File: src/rtl/scw_pkg.sv
package scw_pkg;
  localparam int unsigned WORD_BITS = 11;

  typedef enum logic [2:0] {
    PH_IDLE  = 3'd0,
    PH_LEAD  = 3'd1,
    PH_LOW   = 3'd2,
    PH_HIGH  = 3'd3,
    PH_LATCH = 3'd4
  } scw_phase_e;
endpackage

File: src/rtl/scw_tick.sv
module scw_tick #(
  parameter int unsigned DIV_W = 16
) (
  input  logic             clk,
  input  logic             rst_n,
  input  logic             load,
  input  logic [DIV_W-1:0] span_m1,
  input  logic             active,
  output logic             expire
);
  logic [DIV_W-1:0] cnt_q;

  always_ff @(posedge clk or negedge rst_n) begin
    if (!rst_n) begin
      cnt_q <= '0;
    end else if (load) begin
      cnt_q <= span_m1;
    end else if (cnt_q != '0) begin
      cnt_q <= cnt_q - 1'b1;
    end
  end

  assign expire = active && (cnt_q == '0);
endmodule

File: src/rtl/scw_shift.sv
module scw_shift #(
  parameter int unsigned WORD_W = 11
) (
  input  logic              clk,
  input  logic              rst_n,
  input  logic              load,
  input  logic [WORD_W-1:0] word,
  input  logic              advance,
  output logic              sdata,
  output logic              all_sent
);
  localparam int unsigned CNT_W = $clog2(WORD_W + 1);

  logic [WORD_W-1:0] sh_q;
  logic [CNT_W-1:0]  cnt_q;

  always_ff @(posedge clk or negedge rst_n) begin
    if (!rst_n) begin
      sh_q  <= '0;
      cnt_q <= '0;
      sdata <= 1'b0;
    end else if (load) begin
      sh_q  <= word;
      cnt_q <= '0;
    end else if (advance) begin
      sdata <= sh_q[0];
      sh_q  <= {1'b0, sh_q[WORD_W-1:1]};
      cnt_q <= cnt_q + 1'b1;
    end
  end

  assign all_sent = (cnt_q == CNT_W'(WORD_W));

  // never more bits than the word holds
  a_r4_bit_cap: assert property (@(posedge clk) disable iff (!rst_n)
    cnt_q <= CNT_W'(WORD_W));
endmodule

File: src/rtl/scw_seq.sv
module scw_seq
  import scw_pkg::*;
(
  input  logic clk,
  input  logic rst_n,
  input  logic accept,
  input  logic expire,
  input  logic all_sent,
  output logic advance,
  output logic sclk,
  output logic sload,
  output logic busy,
  output logic done
);
  scw_phase_e ph_q;

  assign busy    = (ph_q != PH_IDLE);
  assign advance = expire && ((ph_q == PH_LEAD) || ((ph_q == PH_HIGH) && !all_sent));

  always_ff @(posedge clk or negedge rst_n) begin
    if (!rst_n) begin
      ph_q  <= PH_IDLE;
      sclk  <= 1'b0;
      sload <= 1'b1;
      done  <= 1'b0;
    end else begin
      done <= 1'b0;
      unique case (ph_q)
        PH_IDLE: if (accept) begin
          ph_q  <= PH_LEAD;
          sload <= 1'b0;
        end
        PH_LEAD: if (expire) ph_q <= PH_LOW;
        PH_LOW: if (expire) begin
          ph_q <= PH_HIGH;
          sclk <= 1'b1;
        end
        PH_HIGH: if (expire) begin
          if (all_sent) begin
            ph_q  <= PH_LATCH;
            sload <= 1'b1;
          end else begin
            ph_q <= PH_LOW;
            sclk <= 1'b0;
          end
        end
        PH_LATCH: if (expire) begin
          ph_q <= PH_IDLE;
          sclk <= 1'b0;
          done <= 1'b1;
        end
        default: ph_q <= PH_IDLE;
      endcase
    end
  end

  // every clock rise happens with the strobe low
  a_r3_rise_under_low_load: assert property (@(posedge clk) disable iff (!rst_n)
    $rose(sclk) |-> !sload);
  // the strobe rises while the clock is still high
  a_r6_load_rise_in_high: assert property (@(posedge clk) disable iff (!rst_n)
    $rose(sload) |-> sclk);
  // done lasts one cycle and comes with the final clock fall
  a_r7_done_single: assert property (@(posedge clk) disable iff (!rst_n)
    done |=> !done);
  a_r7_done_at_fall: assert property (@(posedge clk) disable iff (!rst_n)
    done |-> $fell(sclk) && !busy);
endmodule

File: src/rtl/scw_tx.sv
module scw_tx
  import scw_pkg::*;
#(
  parameter int unsigned WORD_W = WORD_BITS,
  parameter int unsigned DIV_W  = 16
) (
  input  logic              clk,
  input  logic              rst_n,
  input  logic              in_valid,
  output logic              in_ready,
  input  logic [WORD_W-1:0] in_word,
  input  logic [DIV_W-1:0]  half_div,
  output logic              ser_clk,
  output logic              ser_data,
  output logic              ser_load,
  output logic              busy,
  output logic              done
);
  logic             accept, expire, advance, all_sent;
  logic [DIV_W-1:0] div_m1, span_q, span_now;

  assign in_ready = !busy;
  assign accept   = in_valid && in_ready;
  assign div_m1   = (half_div == '0) ? '0 : half_div - 1'b1;
  assign span_now = accept ? div_m1 : span_q;

  always_ff @(posedge clk or negedge rst_n) begin
    if (!rst_n)      span_q <= '0;
    else if (accept) span_q <= div_m1;
  end

  scw_tick #(.DIV_W(DIV_W)) u_tick (
    .clk(clk), .rst_n(rst_n), .load(accept || expire),
    .span_m1(span_now), .active(busy), .expire(expire)
  );

  scw_shift #(.WORD_W(WORD_W)) u_shift (
    .clk(clk), .rst_n(rst_n), .load(accept), .word(in_word),
    .advance(advance), .sdata(ser_data), .all_sent(all_sent)
  );

  scw_seq u_seq (
    .clk(clk), .rst_n(rst_n), .accept(accept), .expire(expire),
    .all_sent(all_sent), .advance(advance), .sclk(ser_clk),
    .sload(ser_load), .busy(busy), .done(done)
  );

  // data moves only while the clock is low and the strobe is low
  a_r5_data_moves_low: assert property (@(posedge clk) disable iff (!rst_n)
    !$stable(ser_data) |-> !ser_clk && !ser_load);
  // idle keeps clock low and strobe high
  a_r9_idle_rest: assert property (@(posedge clk) disable iff (!rst_n)
    !busy |-> !ser_clk && ser_load);
endmodule

File: config.mk
export PLATFORM = sky130hd
export DESIGN_NAME = scw_tx
export DESIGN_NICKNAME = d
export VERILOG_FILES = /design/src/rtl/scw_pkg.sv /design/src/rtl/scw_tick.sv /design/src/rtl/scw_shift.sv /design/src/rtl/scw_seq.sv /design/src/rtl/scw_tx.sv
export SDC_FILE = /design/constraint.sdc
export NUM_CORES = 1
export LEC_CHECK = 0
export ABC_AREA = 1
export BUFFER_PORTS_ARGS = -buffer_cell sky130_fd_sc_hd__buf_2
export CAP_MARGIN = 20
export CORE_UTILIZATION = 57
export DETAILED_ROUTE_END_ITERATION = 16
export PLACE_DENSITY = 0.86
export SYNTH_ARGS = -nofsm -noshare
export SYNTH_HDL_FRONTEND = slang
export SYNTH_SLANG_ARGS = --single-unit
File: constraint.sdc
create_clock -name clk -period 4.64 [get_ports clk]
set_input_delay 0.696 -clock clk [delete_from_list [all_inputs] [get_ports clk]]
set_output_delay 0.696 -clock clk [all_outputs]
set_load 0.05 [all_outputs]
Word-level counts from Yosys, hierarchy flattened. Index checks and enable logic that the tools add are counted.

Output and inout bits: 6. Bits in registers: 54.

Equality and inequality tests: 12. Multiplexer cells: 26. Reductions and logical operators: 21. Bitwise gates (word level): 1. Add/subtract/negate cells: 3.

Operator list (number): 16-bit two-way mux (4); 16-bit zero test (2); 16-bit by 1-bit subtractor with 16-bit output, second input constant (2); 11-bit two-way mux (2); 3-bit two-way mux (6); 16-bit nonzero test (1); 3-bit one-hot mux with 5 select lines (1); 2-bit != test, second input constant (6); 5-bit AND reduction (2); 1-bit two-way mux (9); 4-bit two-way mux (2); 3-bit by 2-bit equality test with 1-bit output, second input constant (2); 2-bit nonzero test (3); 3-bit nonzero test (2); 4-bit by 1-bit adder with 4-bit output, second input constant (1); 4-bit equality test, second input constant (1); 1-bit logical AND (4); 4-bit AND reduction (1); 3-bit by 1-bit equality test with 1-bit output, second input constant (1); 3-bit equality test, second input constant (1); 3-bit zero test (1); 1-bit one-hot mux with 3 select lines (1); 1-bit zero test (2); 1-bit logical OR (2); other kinds (4) (4).

Depth between registers and ports, before layout.
Word-level depth: 7. Gate-level depth with buffers: 11.

Modules after synthesis. Synthesis repeated with hierarchy kept, for this count alone.

Cells, all modules: 460. Area total of the unflattened synthesis: 3353.2 µm².

Modules (own cells, without submodules): scw_tick (instances 1, area an instance 1152.4 µm², cells each 172); scw_tx (instances 1, area an instance 1113.6 µm², cells each 149); scw_shift (instances 1, area an instance 735.7 µm², cells each 88); scw_seq (instances 1, area an instance 351.6 µm², cells each 51).

Least setup slack after synthesis. OpenSTA, ideal clock, no wires.

Kind: input-to-reg. Start: in half_div[0]. End: reg u_tick.cnt_q[2]. Setup slack: 2.763 ns. Data arrival time: 1.755 ns. Setup time: 0.123 ns. Stages: 10. Path buffers: 1. Cell sequence: inv_1 > ha_1 > nand2_1 > nor2_2 > nand3_1 > nand2_1 > buf_6 > o21ai_2 > nand2_1 > o21ai_1.

Cells in the longest elaborated chain, start to end: 4. Elaborated cells on any way between the ends: 5.

Ends and longest elaborated chain: start: declaration (RTL line scw_tx.sv:12) `input logic [DIV_W-1:0] half_div,`; 16-bit by 1-bit subtractor with 16-bit output or 16-bit zero test (tied branches) (RTL line scw_tx.sv:24) `assign div_m1 = (half_div == '0) ? '0 : half_div - 1'b1;`; 16-bit two-way mux (*) (RTL line scw_tx.sv:24); 16-bit two-way mux (*); net span_now[2] (RTL line scw_tx.sv:20) `logic [DIV_W-1:0] div_m1, span_q, span_now;`; 16-bit two-way mux (*) (RTL line scw_tick.sv:16) `end else if (load) begin`; end signal: assignment (RTL line scw_tick.sv:17) `cnt_q <= span_m1;`; end signal: assignment (RTL line scw_tick.sv:19) `cnt_q <= cnt_q - 1'b1;`; end: declaration (RTL line scw_tick.sv:11) `logic [DIV_W-1:0] cnt_q;`.

The timed path passes the listed nets; every way through them passes the cells marked *. A chain may end at the register's enable or synchronous reset.

Worst setup path in the final report.
Start: reg u_seq.ph_q[2]. End: out in_ready.

Cells in the longest elaborated chain, start to end: 2.

Ends and longest elaborated chain: start: declaration (RTL line scw_seq.sv:15) `scw_phase_e ph_q;`; start signal: assignment (RTL line scw_seq.sv:22) `ph_q <= PH_IDLE;`; start signal: assignment (RTL line scw_seq.sv:30) `ph_q <= PH_LEAD;`; start signal: assignment (RTL line scw_seq.sv:33) `PH_LEAD: if (expire) ph_q <= PH_LOW;`; 3-bit nonzero test (RTL line scw_seq.sv:17) `assign busy = (ph_q != PH_IDLE);`; 1-bit zero test (RTL line scw_tx.sv:22) `assign in_ready = !busy;`; end: declaration (RTL line scw_tx.sv:10) `output logic in_ready,`.

Every way passes these cells.

==> metrics.md <==
| Metric | Value |
|---|---|
| Status | completed |
| Top-level I/O count | 36 |
| PostCTS Resize Cnt | 0 |
| 1st-iter DRT viols | approximately 150 |
| DRC violations left | 0 |
| Tot Pwr | between 2 and 2.5 mW |
| Peak supply drop | 0.251 mV |
| Netlist Area Pre-Place | between 0.003 and 0.004 sq mm |
| Critical Path AT | around 1.6 ns |
| Detailed placement HPWL | 5470 um |
| CTS clock-pin slew for the worst setup and hold paths | around 0.1 ns |
| Critical Path Slowest Stage Cell | sky130_fd_sc_hd__dfrtp_1 |
| Number of input and output port buffers inserted | 35 |
| Number of distinct library cells after synthesis | 30 |
| CTS tree | yes |
| Die H | around 78 um |
| Peak per-stage delay on the critical path | roughly 0.49 ns |
| Design Area, Final | 0.00362 sq mm |
| Most common library cell in the layout ignoring fill and taps | sky130_fd_sc_hd__nand2_1 |
| Highest clock rate | ~430 MHz |
| Number of diodes | 0 |
| Cell area after placement | approximately 0.0035 sq mm |
| Critical Path Source Type | register |
| GRT Overall Usage | about 26% |
| Min Tclk post-route | approximately 2.3 ns |
| Maximum root-to-sink buffer count | 2 |
| Data required, critical path | 3.94 ns |
| Initial antenna violation count | 0 |
| Vias per std cell | 5.31 |
| Number of buffers created by CTS | 5 |
| Max transition margin | between 50% and 60% |
| Via total after detailed routing | around 2900 |
| Number of maximum-capacitance violations | 0 |
| Worst-Skew Late Latency | about 0.31 ns |
| Row count | 27 |
| Final hold violations | 0 |
| Number of search-and-repair iterations in the first detailed-routing pass | 5 |
| Classification of the worst setup path | register to primary output |
| Share of the clock period used by the worst path | between 40 and 50% |
| Final Slew Violations | 0 |
| Syn_area_per_cell | about 7.4 sq um |
| Flip-flop and latch count after synthesis | 54 |
| Number of buffers inserted by hold repair at cts | 0 |
| Worst path cell trace | nor2_4 > nand2_4 > inv_2 > buf_2 |
| Unrepaired setup endpoints after global routing | no |
| Setup-violating endpoint count in the final report | 0 |
| Largest driver fanout on the critical path | 7 |
| Number of nets in the layout | 516 |
| Via count of the first global-routing pass | ~2700 |
| CP Capture Type | primary output |
| Register area share after synthesis | around 41% |
| Num Clock Sinks | 54 |
| Fraction of final layout cells sized beyond drive strength 1 | 16.1% |
| Yosys synthesis warning count | 0 |
| Die Width | 77.9 um |
| Highest-count cells in the layout ignoring fill and taps | sky130_fd_sc_hd__nand2_1, sky130_fd_sc_hd__nand3_1, sky130_fd_sc_hd__dfrtp_1 |
| Total negative slack | 0 ns |
| H-tree depth reported by CTS | 2 |
| Max Clock Skew | 0.0157 ns |
| Filler instances | a little over 500 |
| Total overflow reported by the global router | 0 |
| Count of buffers added by post-CTS timing repair for setup | 0 |
| Pin count of the biggest net entering global routing | 55 |
| Die outline area | 0.00607 sq mm |
| Detailed-route wire length | between 7000 and 8000 um |
| Slew @ Worst Pin | 0.672 ns |
| Routed WL per cell | about 13 um |
| Area delta synth->final | 10.2% |
| Hold Crit Class | input pin to async pin |
| Logic depth of the worst register-to-register path | 8 |
| Antenna violation net count after detailed routing | 0 |
| Placer Congestion | 0.878 |
| Synthesized instance count | 446 |
| Post-Synthesis Net Count | 480 |
| CORE AREA | between 0.005 and 0.006 sq mm |
| Clock root buffer | sky130_fd_sc_hd__clkbuf_8 |
| Effective utilization at floorplan | between 50 and 60% |
| Leakage power | approximately 1.9 nW |
| Wire length of the first global-routing pass | approximately 12000 um |
| Power per cell area | around 580 mW/mm^2 |
-- per-stage QoR --
| step | std cells | hold WS (ns) | utilization, % | setup slack (ns) |
|---|---|---|---|---|
| floorplan | 446 | 0.400 | - | 2.76 |
| global placement | 547 | 0.450 | 63.3 | 2.15 |
| detailed placement | 547 | 0.464 | 63.3 | 2.06 |
| CTS | 555 | 0.490 | 65.4 | 2.33 |
| global route | 555 | 0.500 | 65.4 | 2.19 |
| finish | 555 | 0.488 | 65.4 | 2.33 |
-- synth_stat cells (all sizes together) --
master	count	area share (%)
a21oi	2	0.30
a22oi	1	0.38
buf	7	1.6
dfrtp	53	40
dfstp	1	0.80
ha	4	1.5
inv	46	5.3
mux2i	1	0.30
nand2	155	19
nand3	60	9.5
nand3b	2	0.46
nand4	10	1.9
nor2	52	7.6
nor3	5	1.1
o21ai	28	5.5
or2	3	0.57
xnor2	10	2.7
xor2	6	1.6
-- kinds of logic (layout without fill, tap and decap cells) --
family	Yosys count	count (layout)	synth area share, %
adder cells (fa/ha/maj)	4	4	1.52
buffers and inverters	53	90	6.85
multiplexers	1	1	0.305
flip-flops	54	54	41.1
AND/OR/NAND/NOR	287	287	39.7
XOR/XNOR	16	16	4.26
AO/OA/AOI/OAI	31	31	6.20
-- state kept, by name, indices dropped and copies added (netlist names) --
name	flops
u_tick.cnt_q	16
span_q	16
u_seq.sload	1
u_shift.sdata	1
u_seq.sclk	1
u_shift.sh_q	11
u_shift.cnt_q	4
u_seq.done	1
u_seq.ph_q	3
-- power by group --
part	internal, mW	switching [mW]
clock	0.164	0.161
combinational	0.321	0.665
sequential	0.671	0.135
total	1.16	0.961
-- critical path, delay by kind of cell, from the launching register on --
family / cells / cell delay, ns
and+or+nand+nor: 2 / 0.30
buffers and inverters: 2 / 0.51
DFF: 1 / 0.49
-- layer usage --
metal	part of all wire, %	up-vias	GRT usage, %
li1	-	1494	-
met5	0	-	0
met4	1.5	0	6.67
met3	4.1	11	4.24
met1	47	1370	34.9
met2	48	70	42.5
-- layout make-up --
| type | instances | area (sq um) | share of cell area (%) |
|---|---|---|---|
| clock inverter | 3 | 47.5 | 1.31 |
| inverter | 46 | 173 | 4.77 |
| clock buffer | 5 | 68.8 | 1.90 |
| tap | 72 | 90.1 | 2.49 |
| sequential | 54 | 1350 | 37.3 |
| timing repair buffer | 36 | 183 | 5.04 |
| multi-input combinational | 339 | 1710 | 47.2 |
-- final timing paths --
check	from	slack, ns	endpoint
worst min-delay path	rst_n	0.49	u_tick.cnt_q[6]$_DFFE_PN0P_
min in group clk	u_shift.sdata$_DFFE_PN0P_	0.49	u_shift.sdata$_DFFE_PN0P_
worst max-delay path	u_seq.ph_q[2]$_DFFE_PN0P_	2.33	in_ready
worst max register to register	u_seq.ph_q[2]$_DFFE_PN0P_	2.49	u_tick.cnt_q[10]$_DFFE_PN0P_
max in group asynchronous	rst_n	3.70	u_tick.cnt_q[3]$_DFFE_PN0P_
worst min register to register	u_shift.sdata$_DFFE_PN0P_	0.49	u_shift.sdata$_DFFE_PN0P_
No activity file was read; power rests on OpenSTA's default activity.
